`config.mk`:
```
export PLATFORM = sky130hd
export DESIGN_NAME = omega_switch
export DESIGN_NICKNAME = d
export VERILOG_FILES = /design/src/rtl/omega_pkg.sv /design/src/rtl/omega_xchg.sv /design/src/rtl/omega_stage.sv /design/src/rtl/omega_egress.sv /design/src/rtl/omega_switch.sv
export SDC_FILE = /design/constraint.sdc
export NUM_CORES = 1
export LEC_CHECK = 0
export ABC_AREA = 1
export BUFFER_PORTS_ARGS = -buffer_cell sky130_fd_sc_hd__buf_2
export CORE_ASPECT_RATIO = 1.2
export CORE_MARGIN = 2
export CORE_UTILIZATION = 35
export DETAILED_ROUTE_END_ITERATION = 10
export PLACE_DENSITY_LB_ADDON = 0.25
export SETUP_SLACK_MARGIN = 0.3
export SYNTH_ARGS = -nofsm -noshare
export SYNTH_HDL_FRONTEND = slang
export SYNTH_SLANG_ARGS = --single-unit
```
`constraint.sdc`:
```
create_clock -name clk -period 4.6 [get_ports clk]
set_input_delay 0.69 -clock clk [delete_from_list [all_inputs] [get_ports clk]]
set_output_delay 0.69 -clock clk [all_outputs]
set_load 0.01 [all_outputs]
```
`src/rtl/omega_pkg.sv`:
```
package omega_pkg;
    localparam int unsigned PORTS  = 8;
    localparam int unsigned IDX_W  = $clog2(PORTS);
    localparam int unsigned STAGES = IDX_W;
    localparam int unsigned ELEMS  = PORTS / 2;
    localparam int unsigned DATA_W = 16;

    typedef struct packed {
        logic              valid;
        logic [IDX_W-1:0]  dest;
        logic [IDX_W-1:0]  src;
        logic [DATA_W-1:0] data;
    } flit_t;

    typedef enum logic {
        XC_STRAIGHT = 1'b0,
        XC_CROSS    = 1'b1
    } xset_e;

    localparam flit_t FLIT_IDLE = '0;

    // line position after the perfect shuffle: rotate left by one
    function automatic logic [IDX_W-1:0] shuffle_idx(input logic [IDX_W-1:0] i);
        return {i[IDX_W-2:0], i[IDX_W-1]};
    endfunction
endpackage

```
`src/rtl/omega_xchg.sv`:
```
module omega_xchg
    import omega_pkg::*;
#(
    parameter int unsigned BIT = 0
) (
    input  flit_t            up_in,
    input  flit_t            lo_in,
    output flit_t            up_out,
    output flit_t            lo_out,
    output logic             drop_valid,
    output logic [IDX_W-1:0] drop_src
);
    logic  up_wants_lo;
    logic  lo_wants_lo;
    logic  clash;
    xset_e setting;

    always_comb begin
        up_wants_lo = up_in.dest[BIT];
        lo_wants_lo = lo_in.dest[BIT];
        clash       = up_in.valid && lo_in.valid && (up_wants_lo == lo_wants_lo);

        // the upper request decides the setting whenever it is present
        if (up_in.valid)
            setting = up_wants_lo ? XC_CROSS : XC_STRAIGHT;
        else if (lo_in.valid)
            setting = lo_wants_lo ? XC_STRAIGHT : XC_CROSS;
        else
            setting = XC_STRAIGHT;

        if (setting == XC_STRAIGHT) begin
            up_out = up_in;
            lo_out = lo_in;
        end else begin
            up_out = lo_in;
            lo_out = up_in;
        end

        // the lower request lost: remove the copy that went the wrong way
        if (clash) begin
            if (setting == XC_STRAIGHT)
                lo_out.valid = 1'b0;
            else
                up_out.valid = 1'b0;
        end

        drop_valid = clash;
        drop_src   = lo_in.src;
    end

    always_comb begin
        if (up_in.valid && !lo_in.valid) begin
            AST_XCHG_STEER: assert (up_wants_lo ? (lo_out.valid && lo_out.src == up_in.src && !up_out.valid)
                                                : (up_out.valid && up_out.src == up_in.src && !lo_out.valid));
        end
        AST_XCHG_CONSERVE: assert ((32'(up_out.valid) + 32'(lo_out.valid) + 32'(drop_valid))
                                   == (32'(up_in.valid) + 32'(lo_in.valid)));
    end
endmodule

```
`src/rtl/omega_stage.sv`:
```
module omega_stage
    import omega_pkg::*;
#(
    parameter int unsigned STAGE = 0
) (
    input  flit_t [PORTS-1:0] lines_in,
    output flit_t [PORTS-1:0] lines_out,
    output logic  [PORTS-1:0] drops
);
    localparam int unsigned ROUTE_BIT = STAGES - 1 - STAGE;

    flit_t [PORTS-1:0]             shuffled;
    logic  [ELEMS-1:0]             drop_v;
    logic  [ELEMS-1:0][IDX_W-1:0]  drop_s;

    always_comb begin
        shuffled = '0;
        for (int j = 0; j < PORTS; j++)
            shuffled[shuffle_idx(j[IDX_W-1:0])] = lines_in[j];
    end

    for (genvar e = 0; e < ELEMS; e++) begin : g_elem
        omega_xchg #(.BIT(ROUTE_BIT)) u_xchg (
            .up_in      (shuffled[2*e]),
            .lo_in      (shuffled[2*e+1]),
            .up_out     (lines_out[2*e]),
            .lo_out     (lines_out[2*e+1]),
            .drop_valid (drop_v[e]),
            .drop_src   (drop_s[e])
        );
    end

    always_comb begin
        drops = '0;
        for (int e = 0; e < ELEMS; e++)
            if (drop_v[e])
                drops[drop_s[e]] = 1'b1;
    end
endmodule

```
`src/rtl/omega_egress.sv`:
```
module omega_egress
    import omega_pkg::*;
(
    input  logic                          clk,
    input  logic                          rst,
    input  flit_t [PORTS-1:0]             fin,
    input  logic  [PORTS-1:0]             blk_in,
    output logic  [PORTS-1:0]             out_valid,
    output logic  [PORTS-1:0][DATA_W-1:0] out_data,
    output logic  [PORTS-1:0][IDX_W-1:0]  out_src,
    output logic  [PORTS-1:0]             blocked
);
    always_ff @(posedge clk) begin
        if (rst) begin
            out_valid <= '0;
            blocked   <= '0;
            out_data  <= '0;
            out_src   <= '0;
        end else begin
            blocked <= blk_in;
            for (int o = 0; o < PORTS; o++) begin
                out_valid[o] <= fin[o].valid;
                out_data[o]  <= fin[o].data;
                out_src[o]   <= fin[o].src;
            end
        end
    end

    for (genvar o = 0; o < PORTS; o++) begin : g_lane
        AST_LANE_MATCH: assert property (@(posedge clk) disable iff (rst)
            fin[o].valid |-> (fin[o].dest == IDX_W'(o)));
    end
endmodule

```
`src/rtl/omega_switch.sv`:
```
module omega_switch
    import omega_pkg::*;
(
    input  logic                          clk,
    input  logic                          rst,
    input  logic [PORTS-1:0]              in_valid,
    input  logic [PORTS-1:0][IDX_W-1:0]   in_dest,
    input  logic [PORTS-1:0][DATA_W-1:0]  in_data,
    output logic [PORTS-1:0]              out_valid,
    output logic [PORTS-1:0][DATA_W-1:0]  out_data,
    output logic [PORTS-1:0][IDX_W-1:0]   out_src,
    output logic [PORTS-1:0]              blocked
);
    flit_t [STAGES:0][PORTS-1:0] lines;
    logic  [STAGES-1:0][PORTS-1:0] drops;
    logic  [PORTS-1:0] blk_next;

    always_comb begin
        for (int s = 0; s < PORTS; s++) begin
            lines[0][s].valid = in_valid[s];
            lines[0][s].dest  = in_dest[s];
            lines[0][s].src   = s[IDX_W-1:0];
            lines[0][s].data  = in_data[s];
        end
    end

    for (genvar k = 0; k < STAGES; k++) begin : g_stage
        omega_stage #(.STAGE(k)) u_stage (
            .lines_in  (lines[k]),
            .lines_out (lines[k+1]),
            .drops     (drops[k])
        );
    end

    always_comb begin
        blk_next = '0;
        for (int k = 0; k < STAGES; k++)
            blk_next |= drops[k];
    end

    omega_egress u_egress (
        .clk       (clk),
        .rst       (rst),
        .fin       (lines[STAGES]),
        .blk_in    (blk_next),
        .out_valid (out_valid),
        .out_data  (out_data),
        .out_src   (out_src),
        .blocked   (blocked)
    );

    // checker state: the requests sampled on the previous clock
    logic [PORTS-1:0]             chk_vld_q;
    logic [PORTS-1:0][IDX_W-1:0]  chk_dest_q;
    logic [PORTS-1:0][DATA_W-1:0] chk_data_q;

    always_ff @(posedge clk) begin
        if (rst) chk_vld_q <= '0;
        else     chk_vld_q <= in_valid;
        chk_dest_q <= in_dest;
        chk_data_q <= in_data;
    end

    for (genvar s = 0; s < PORTS; s++) begin : g_chk
        AST_DELIVER: assert property (@(posedge clk) disable iff (rst)
            (chk_vld_q[s] && !blocked[s]) |->
                (out_valid[chk_dest_q[s]] && out_src[chk_dest_q[s]] == IDX_W'(s)
                 && out_data[chk_dest_q[s]] == chk_data_q[s]));
        AST_BLOCK_NEEDS_REQ: assert property (@(posedge clk) disable iff (rst)
            blocked[s] |-> chk_vld_q[s]);
    end

    AST_CONSERVE: assert property (@(posedge clk) disable iff (rst)
        ($countones(out_valid) + $countones(blocked)) == $countones(chk_vld_q));
    AST_LONE_CLEAR: assert property (@(posedge clk) disable iff (rst)
        ($countones(chk_vld_q) == 1) |-> (blocked == '0));
    AST_RESET_CLEAR: assert property (@(posedge clk)
        $past(rst) |-> (out_valid == '0 && blocked == '0));
endmodule

```
==> flow_summary.toml, run 1 <==
[run_status]
outcome = "finished clean"

[logic_synthesis]
synth_edf_count = 0
syn_nets = 1430
synth_cell_types = 38
ys_warn_count = 0
syn_inst = 1268
ys.flop_type = "dfxtp_1"
ys_ff_latch = 167
synthesis.area_mm2 = 0.009155
async_reset_ff_share_pct = 0
synth-seq-area-share_pct = 36.52
avgSynthCellArea_um2 = 7.220

[die]
die_x_um = 151.6
core_mm2 = 0.02562
boundaryPins = 330
fp.dieH_um = 181.2
start_util_pct = 35.73
num_rows = 64
fp.dieArea_mm2 = 0.02747

[placed_design]
placed_cells = 1854
io_buffers = 328
place_area_mm2 = 0.01083
dp_hpwl_um = 29800
place.gp.congestion = 0.9626

[worst_setup_path]
crit_fanout = 45
crit_top_cell = "nand2_1"
path_class = "input port to flop"
arrival_ns = 3.68
crit_chain = "buf_2 -> inv_2 -> nand3_2 -> nand2_2 -> nand2_1 -> nand3_4 -> nand2_4 -> nand2_1 -> nand2_1 -> nand2_1 -> nand3_2 -> nand3_2 -> o22ai_1"
slowest_delay_ns = 0.57
slowest_stage = "nand3_2"
crit_path_end_kind = "flop"
cp_data_required_time_ns = 4.92
startpoint_type = "input port"
critPathTopFamily = "simple AND/OR/NAND/NOR gates"
crit_buf_inv = 2

[cts]
postCtsResizedCells = 0
clock_path_buffers = 2
clock-sinks = 167
clk_pin_slew_ns = 0.07
cts_setup_buffers = 0
clockRootBuffer = "clkbuf_16"
cts_tree = "built"
cts_hold_buf = 0
htree_num_levels = 4
cts-buffers-inserted = 17

[drt]
wl_per_cell_um = 19.97
ant_nets = 0
wl_um = 37660
via_count = 9885
drc = 0
first_pass_iters = 5
drt-initial-drc-count = 593
viasPerCell = 5.241

[cells_and_area]
syn_to_final_growth_pct = 25.04
stdcell_area_mm2 = 0.01145
drive_gt1_share_pct = 29.26
nNetsFinal = 1705
final_cell_mix = "328 x nand2_1, 328 x buf_2, 202 x o21ai_0"
fillers = 2674
final_cell_count_no_fill = 1886

[sta]
final_hold_viol_count = 0
setup_violations = 0
holdWs_ns = 0.5337
rsz0062_at_grt = "no"
maxClockFrequency_ghz = 0.2974
worst_pin_slew_ns = 0.8940
fin_tns_setup_ns = 0
post-route-period-util_pct = 73.09
final_max_slew_viol_count = 0
slew_headroom_pct = 39.77
period_needed_ns = 3.362

[hold_path]
hold_class = "input port to flop"

[pwr]
clock_power_share_pct = 31.1
swShare_pct = 36.52
switching_power_uw = 1805
powerDensity_mw_per_mm2 = 431.7
irDropWorstVdd_v = 0.0002029
combinationalPowerShare_pct = 32.2
seqPwrFrac_pct = 36.8
p_int_uw = 3137
p_leak_uw = 0.005722

[job]
maxCapViolCount = 0

[global_route]
grt_max_degree = 66
grt_overflow_total = 0
grt_pass1_wl_um = 52610
antenna_found_initial = 2
grt_usage_pct = 26.09
grt_pass1_vias = 9056
[per-stage QoR]
stage	setup slack (ns)	power [uW]	util [%]
final	1.238	4941	44.67
after global routing	0.8998	5172	44.66
after CTS	1.264	4959	44.66
after detailed placement	0.8712	3433	42.27
after global placement	0.9918	3424	42.27
after floorplan	2.475	2805	-
[power groups by stage]
| stage | combinational [uW] | sequential, uW | clock [uW] |
|---|---|---|---|
| 2_1_floorplan | 856 | 1950 | 0 |
| 3_3_place_gp | 1570 | 1860 | 0 |
| 3_5_place_dp | 1580 | 1850 | 0 |
| 4_1_cts | 1590 | 1820 | 1550 |
| 5_1_grt | 1730 | 1840 | 1600 |
| 6_report | 1590 | 1820 | 1530 |
[cells in the mapped netlist, types with 3 or more instances]
library cell | instances | share of area, %
a21oi_1 | 12 | 0.66
buf_1 | 5 | 0.21
buf_2 | 26 | 1.4
buf_4 | 8 | 0.66
buf_6 | 10 | 1.2
clkbuf_1 | 30 | 1.2
dfxtp_1 | 167 | 37
inv_1 | 105 | 4.3
inv_2 | 13 | 0.53
mux2i_1 | 64 | 7.0
nand2_1 | 329 | 13
nand2_2 | 25 | 1.7
nand2_4 | 9 | 1.1
nand3_1 | 33 | 1.8
nand3_2 | 15 | 1.6
nand3_4 | 4 | 0.77
nand4_1 | 3 | 0.21
nor2_1 | 30 | 1.2
o211ai_1 | 4 | 0.33
o21ai_0 | 202 | 11
o21ai_1 | 8 | 0.44
o21ai_2 | 4 | 0.38
o22ai_1 | 132 | 9.0
o22ai_2 | 12 | 1.6
[registers in the layout, summed over array words and instances (netlist names)]
register and cells:
u_egress.blocked 7, u_egress.out_data 128, u_egress.out_src 24, u_egress.out_valid 8
[area by class of cell]
class | count | area (um2) | area share [%]
clock buffers | 17 | 425.4 | 3.716
clock inverters | 14 | 188.9 | 1.650
diodes | 1 | 2.502 | 0.02186
well taps | 330 | 412.9 | 3.607
inverters | 119 | 446.7 | 3.902
flip-flops and latches | 167 | 3343 | 29.21
multi-input cells | 903 | 4933 | 43.10
repair buffers | 335 | 1694 | 14.80
[final timing paths]
path,cells past startpoint,end,slack [ns],startpoint
worst max-delay path,13,u_egress.out_data[89],1.24,in_valid[1]
worst min-delay path,3,u_egress.blocked[4],0.53,in_dest[2]
[per-layer routing]
metal | global-route usage (%) | up-vias | wire [um]
met5 | 0 | - | 22
met4 | 14.63 | 4 | 2133
met3 | 4.596 | 86 | 2723
met2 | 47.59 | 454 | 19030
met1 | 27.78 | 4484 | 13750
li1 | - | 4857 | -
[kinds of logic (layout without fill, tap and decap cells)]
logic type / count (synthesis) / in the layout / share of synthesized area [%]
AOI/OAI and AO/OA: 378 / 378 / 23.85
xor gates and xnor gates: 2 / 2 / 0.1914
buffers and inverters: 198 / 485 / 9.621
DFF: 167 / 167 / 36.52
muxes: 64 / 64 / 6.997
other: 1 / 2 / 0.04096
and+or+nand+nor: 458 / 458 / 22.78
Power figures use the tool's default switching activity.
==> run 2, diff against run 1 <==
==> constraint.sdc (replaced) <==
create_clock -name clk -period 2.95 [get_ports clk]
set_input_delay 0.4425 -clock clk [delete_from_list [all_inputs] [get_ports clk]]
set_output_delay 0.4425 -clock clk [all_outputs]
set_load 0.01 [all_outputs]
==> flow_summary.toml, run 2 (synthesis gave the netlist of run 1 again) <==
[sta]
worst_pin_slew_ns = 0.7499
slew_headroom_pct = 49.48
fin_tns_setup_ns = 0
period_needed_ns = 2.171
rsz0062_at_grt = "no"
holdWs_ns = 0.2896
post-route-period-util_pct = 73.59
maxClockFrequency_ghz = 0.4607
setup_slack_ns = 0.7792
final_max_slew_viol_count = 0
final_hold_viol_count = 0
setup_violations = 0

[die]
die_x_um = 151.6
boundaryPins = 330
fp.dieArea_mm2 = 0.02747
fp.dieH_um = 181.2
num_rows = 64
start_util_pct = 35.73
core_mm2 = 0.02562

[pwr]
powerDensity_mw_per_mm2 = 647.0
p_total_uw = 7486
irDropWorstVdd_v = 0.0002959
p_leak_uw = 0.005796

[global_route]
grt_usage_pct = 26.10
grt_max_degree = 63
grt_overflow_total = 0
grt_pass1_wl_um = 52250
antenna_found_initial = 1
grt_pass1_vias = 9137

[drt]
first_pass_iters = 6
drc = 0
wl_um = 37210
viasPerCell = 5.175
wl_per_cell_um = 19.56
drt-initial-drc-count = 637
ant_nets = 0
via_count = 9843

[cts]
htree_num_levels = 4
clock_path_buffers = 2
clk_pin_slew_ns = 0.07
clock-sinks = 167
cts_setup_buffers = 0
clockRootBuffer = "clkbuf_16"
cts_tree = "built"
postCtsResizedCells = 0
cts_hold_buf = 0
cts-buffers-inserted = 17

[cells_and_area]
largest_register = "u_egress.out_data"
final_cell_mix = "328 x nand2_1, 328 x buf_2, 202 x o21ai_0"
drive_gt1_share_pct = 29.92
nNetsFinal = 1721
largest_register_ffs = 128
syn_to_final_growth_pct = 26.39
reg_top3 = "u_egress.out_data x128, u_egress.out_src x24, u_egress.out_valid x8"
final_cell_count_no_fill = 1902
fillers = 2686

[hold_path]
min_from = "in_valid[0]"
hold_end = "u_egress.blocked[4]"
hold_class = "input port to flop"
hold_depth = 3

[worst_setup_path]
crit_chain = "buf_2 -> inv_2 -> nand2_1 -> nand2_1 -> nand2_2 -> nand2_1 -> nand3_2 -> nand2_4 -> nand2_1 -> nand2_1 -> nand2_1 -> nand3_2 -> nand3_4 -> o22ai_1"
crit_path_end_kind = "flop"
startpoint_type = "input port"
critPathTopFamily = "simple AND/OR/NAND/NOR gates"
path_class = "input port to flop"
crit_fanout = 37
cp_data_required_time_ns = 3.30
slowest_delay_ns = 0.35
slowest_stage = "nand3_4"
crit_buf_inv = 2
crit_top_cell = "nand2_1"
critPathLaunch = "in_dest[23]"
arrival_ns = 2.52

[placed_design]
place.gp.congestion = 0.9486
dp_hpwl_um = 30190
placed_cells = 1870
io_buffers = 328
place_ws_ns = 0.3789

[run_status]
outcome = "finished clean"

[job]
maxCapViolCount = 0
[run 2: cell count changes in the layout (fill, tap and decap cells not counted), moves of 3 or more]
cell	change
clkinv_2	+4
inv_6	-3
buf_12	+5
buf_4	+11
[run 2: worst max-delay path by stage]
stage,to,cells past startpoint
floorplan,u_egress.out_data[100],9
global route,u_egress.out_data[39],14
CTS,u_egress.out_data[5],14
global placement,u_egress.out_data[38],14
finish,u_egress.out_data[5],14
detailed placement,u_egress.out_data[39],14
[run 2: area by class of cell]
| class | count | area [um2] | area share (%) |
|---|---|---|---|
| Multi-Input combinational cell | 903 | 4933 | 42.64 |
| Sequential cell | 167 | 3343 | 28.89 |
| Timing Repair Buffer | 351 | 1877 | 16.22 |
| Clock buffer | 20 | 456.7 | 3.947 |
| Inverter | 119 | 446.7 | 3.860 |
| Tap cell | 330 | 412.9 | 3.568 |
| Clock inverter | 11 | 98.84 | 0.8542 |
| Antenna cell | 1 | 2.502 | 0.02163 |
[run 2: metrics by stage]
step                      util (%)  area [um2]
after floorplan                  -        9155
after global placement       42.98       11010
after detailed placement     42.98       11010
after CTS                    45.15       11570
after global routing         45.15       11570
final                        45.16       11570
[run 2: power by group]
group / switching [uW] / internal (uW)
Sequential: 151 / 2670
Combinational: 1620 / 910
Clock: 931 / 1200
[run 2: routing by layer]
layer  global-route usage [%]  routed length [um]  up-vias
li1                         -                   -     4885
met1                    28.28               13490     4396
met2                    47.01               18720      480
met3                    4.116                2853       82
met4                    15.37                2141        0
met5                        0                   0        -
[run 2: tightest hold or removal path, delay by kind of cell]
kind	cells	cell delay [ns]
buffers and inverters	1	0.12
AND/OR/NAND/NOR	2	0.12
==> run 3, diff against run 2 <==
==> constraint.sdc (replaced) <==
create_clock -name clk -period 1.8 [get_ports clk]
set_input_delay 0.27 -clock clk [delete_from_list [all_inputs] [get_ports clk]]
set_output_delay 0.27 -clock clk [all_outputs]
set_load 0.01 [all_outputs]
==> flow_summary.toml, run 3 (synthesis gave the netlist of run 1 again) <==
[sta]
maxClockFrequency_ghz = 0.6480
rsz0062_at_grt = "yes"
slew_headroom_pct = 62.21
post-route-period-util_pct = 85.74
final_hold_viol_count = 0
period_needed_ns = 1.543
holdWs_ns = 0.1180
fin_tns_setup_ns = 0
final_max_slew_viol_count = 0
setup_violations = 0
worst_pin_slew_ns = 0.5609

[hold_path]
hold_class = "input port to flop"
min_from = "in_valid[0]"

[worst_setup_path]
arrival_ns = 1.91
slowest_stage = "nand2_8"
crit_fanout = 9
cp_data_required_time_ns = 2.16
slowest_delay_ns = 0.18
crit_path_end_kind = "flop"
critPathLaunch = "in_dest[14]"
path_class = "input port to flop"
startpoint_type = "input port"
crit_chain = "buf_2 -> inv_2 -> nand3_2 -> nand2_4 -> nand2_2 -> nand2_4 -> nand2_4 -> nand2_4 -> nand2_2 -> nand2_2 -> nand2_4 -> buf_12 -> nand2_8 -> nand2_8 -> o22ai_1"
crit_top_cell = "nand2_4"

[global_route]
grt_pass1_vias = 10020
grt_overflow_total = 0
grt_usage_pct = 27.37
grt_pass1_wl_um = 55680
antenna_found_initial = 2
grt_max_degree = 38

[cells_and_area]
nNetsFinal = 1899
syn_to_final_growth_pct = 61.94
largest_register_ffs = 128
final_cell_mix = "316 x buf_2, 277 x nand2_1, 167 x dfxtp_1"
stdcell_area_mm2 = 0.01483
largest_register = "u_egress.out_data"
fillers = 2322
drive_gt1_share_pct = 45.83
layout_commonest_cell = "buf_2"
reg_top3 = "u_egress.out_data x128, u_egress.out_src x24, u_egress.out_valid x8"

[placed_design]
io_buffers = 328
place_area_mm2 = 0.01258
dp_hpwl_um = 31350
place.gp.congestion = 0.9373

[drt]
ant_nets = 0
wl_um = 42450
viasPerCell = 5.254
first_pass_iters = 8
drc = 0
via_count = 10980
wl_per_cell_um = 20.31
drt-initial-drc-count = 663

[cts]
clockRootBuffer = "clkbuf_16"
clk_pin_slew_ns = 0.07
cts-buffers-inserted = 17
clock_path_buffers = 2
cts_tree = "built"
clock-sinks = 167
htree_num_levels = 4

[die]
num_rows = 64
fp.dieArea_mm2 = 0.02747
core_mm2 = 0.02562
boundaryPins = 330
fp.dieH_um = 181.2
start_util_pct = 35.73
die_x_um = 151.6

[pwr]
p_total_uw = 14420
powerDensity_mw_per_mm2 = 972.7
p_leak_uw = 0.007195
irDropWorstVdd_v = 0.0005111

[job]
maxCapViolCount = 0

[run_status]
outcome = "finished clean"
[run 3: changes by cell type in the layout (fill, tap and decap cells not counted), moves of 22 or more]
cell and change:
buf_12 +24, buf_4 +126, nand2_1 -51, nand2_4 +25, o21ai_0 -40, o21ai_1 +22, o22ai_1 -39, o22ai_2 +36
[run 3: layer usage]
metal	vias to the layer above	GRT usage, %	wire, um
met4	0	11.78	2017
met2	501	52.54	22320
met3	96	4.369	2923
met1	5100	28.67	15190
li1	5283	-	-
met5	-	0	0
[run 3: report_power, final]
group	internal [uW]	switching, uW	leakage, uW
registers	4380	249	0.00139
clock network	2220	1660	0.000297
logic	2540	3370	0.00551
[run 3: layout make-up]
type	instances	area (um2)	area share, %
Antenna cell	10	25.02	0.1688
Clock buffer	18	429.2	2.895
Clock inverter	14	185.2	1.249
Inverter	119	523.0	3.528
Multi-Input combinational cell	910	6142	41.43
Sequential cell	167	3343	22.55
Tap cell	330	412.9	2.785
Timing Repair Buffer	519	3729	25.15
Timing Repair inverter	3	36.28	0.2447
[run 3: path summary, 6_finish.rpt]
check,slack (ns),cells past startpoint,end
max,0.26,15,u_egress.out_data[10]
min,0.12,3,u_egress.blocked[4]
[run 3: critical path: cells and delay by family]
kind | cells | cell delay (ns)
and+or+nand+nor | 11 | 1.14
buffers and inverters | 3 | 0.32
AOI/OAI and AO/OA | 1 | 0.16
[run 3: repair_timing]
action                                  in CTS  in global routing
setup buffers                                0                 19
hold endpoints to repair                     0                  0
hold buffers                                 0                  0
endpoints found under the setup margin     116                153
gates cloned                                 1                 21
resized for setup                           29                224
pin swaps                                    0                 34
[run 3: stage by stage]
| step | worst slack, ns | util [%] | cells |
|---|---|---|---|
| 5_1_grt | 0.2029 | 57.77 | 2081 |
| 4_1_cts | 0.2836 | 51.86 | 2040 |
| 2_1_floorplan | 0.1964 | - | 1268 |
| 6_report | 0.2567 | 57.86 | 2090 |
| 3_3_place_gp | -0.3330 | 49.09 | 2007 |
| 3_5_place_dp | -0.3505 | 49.09 | 2007 |
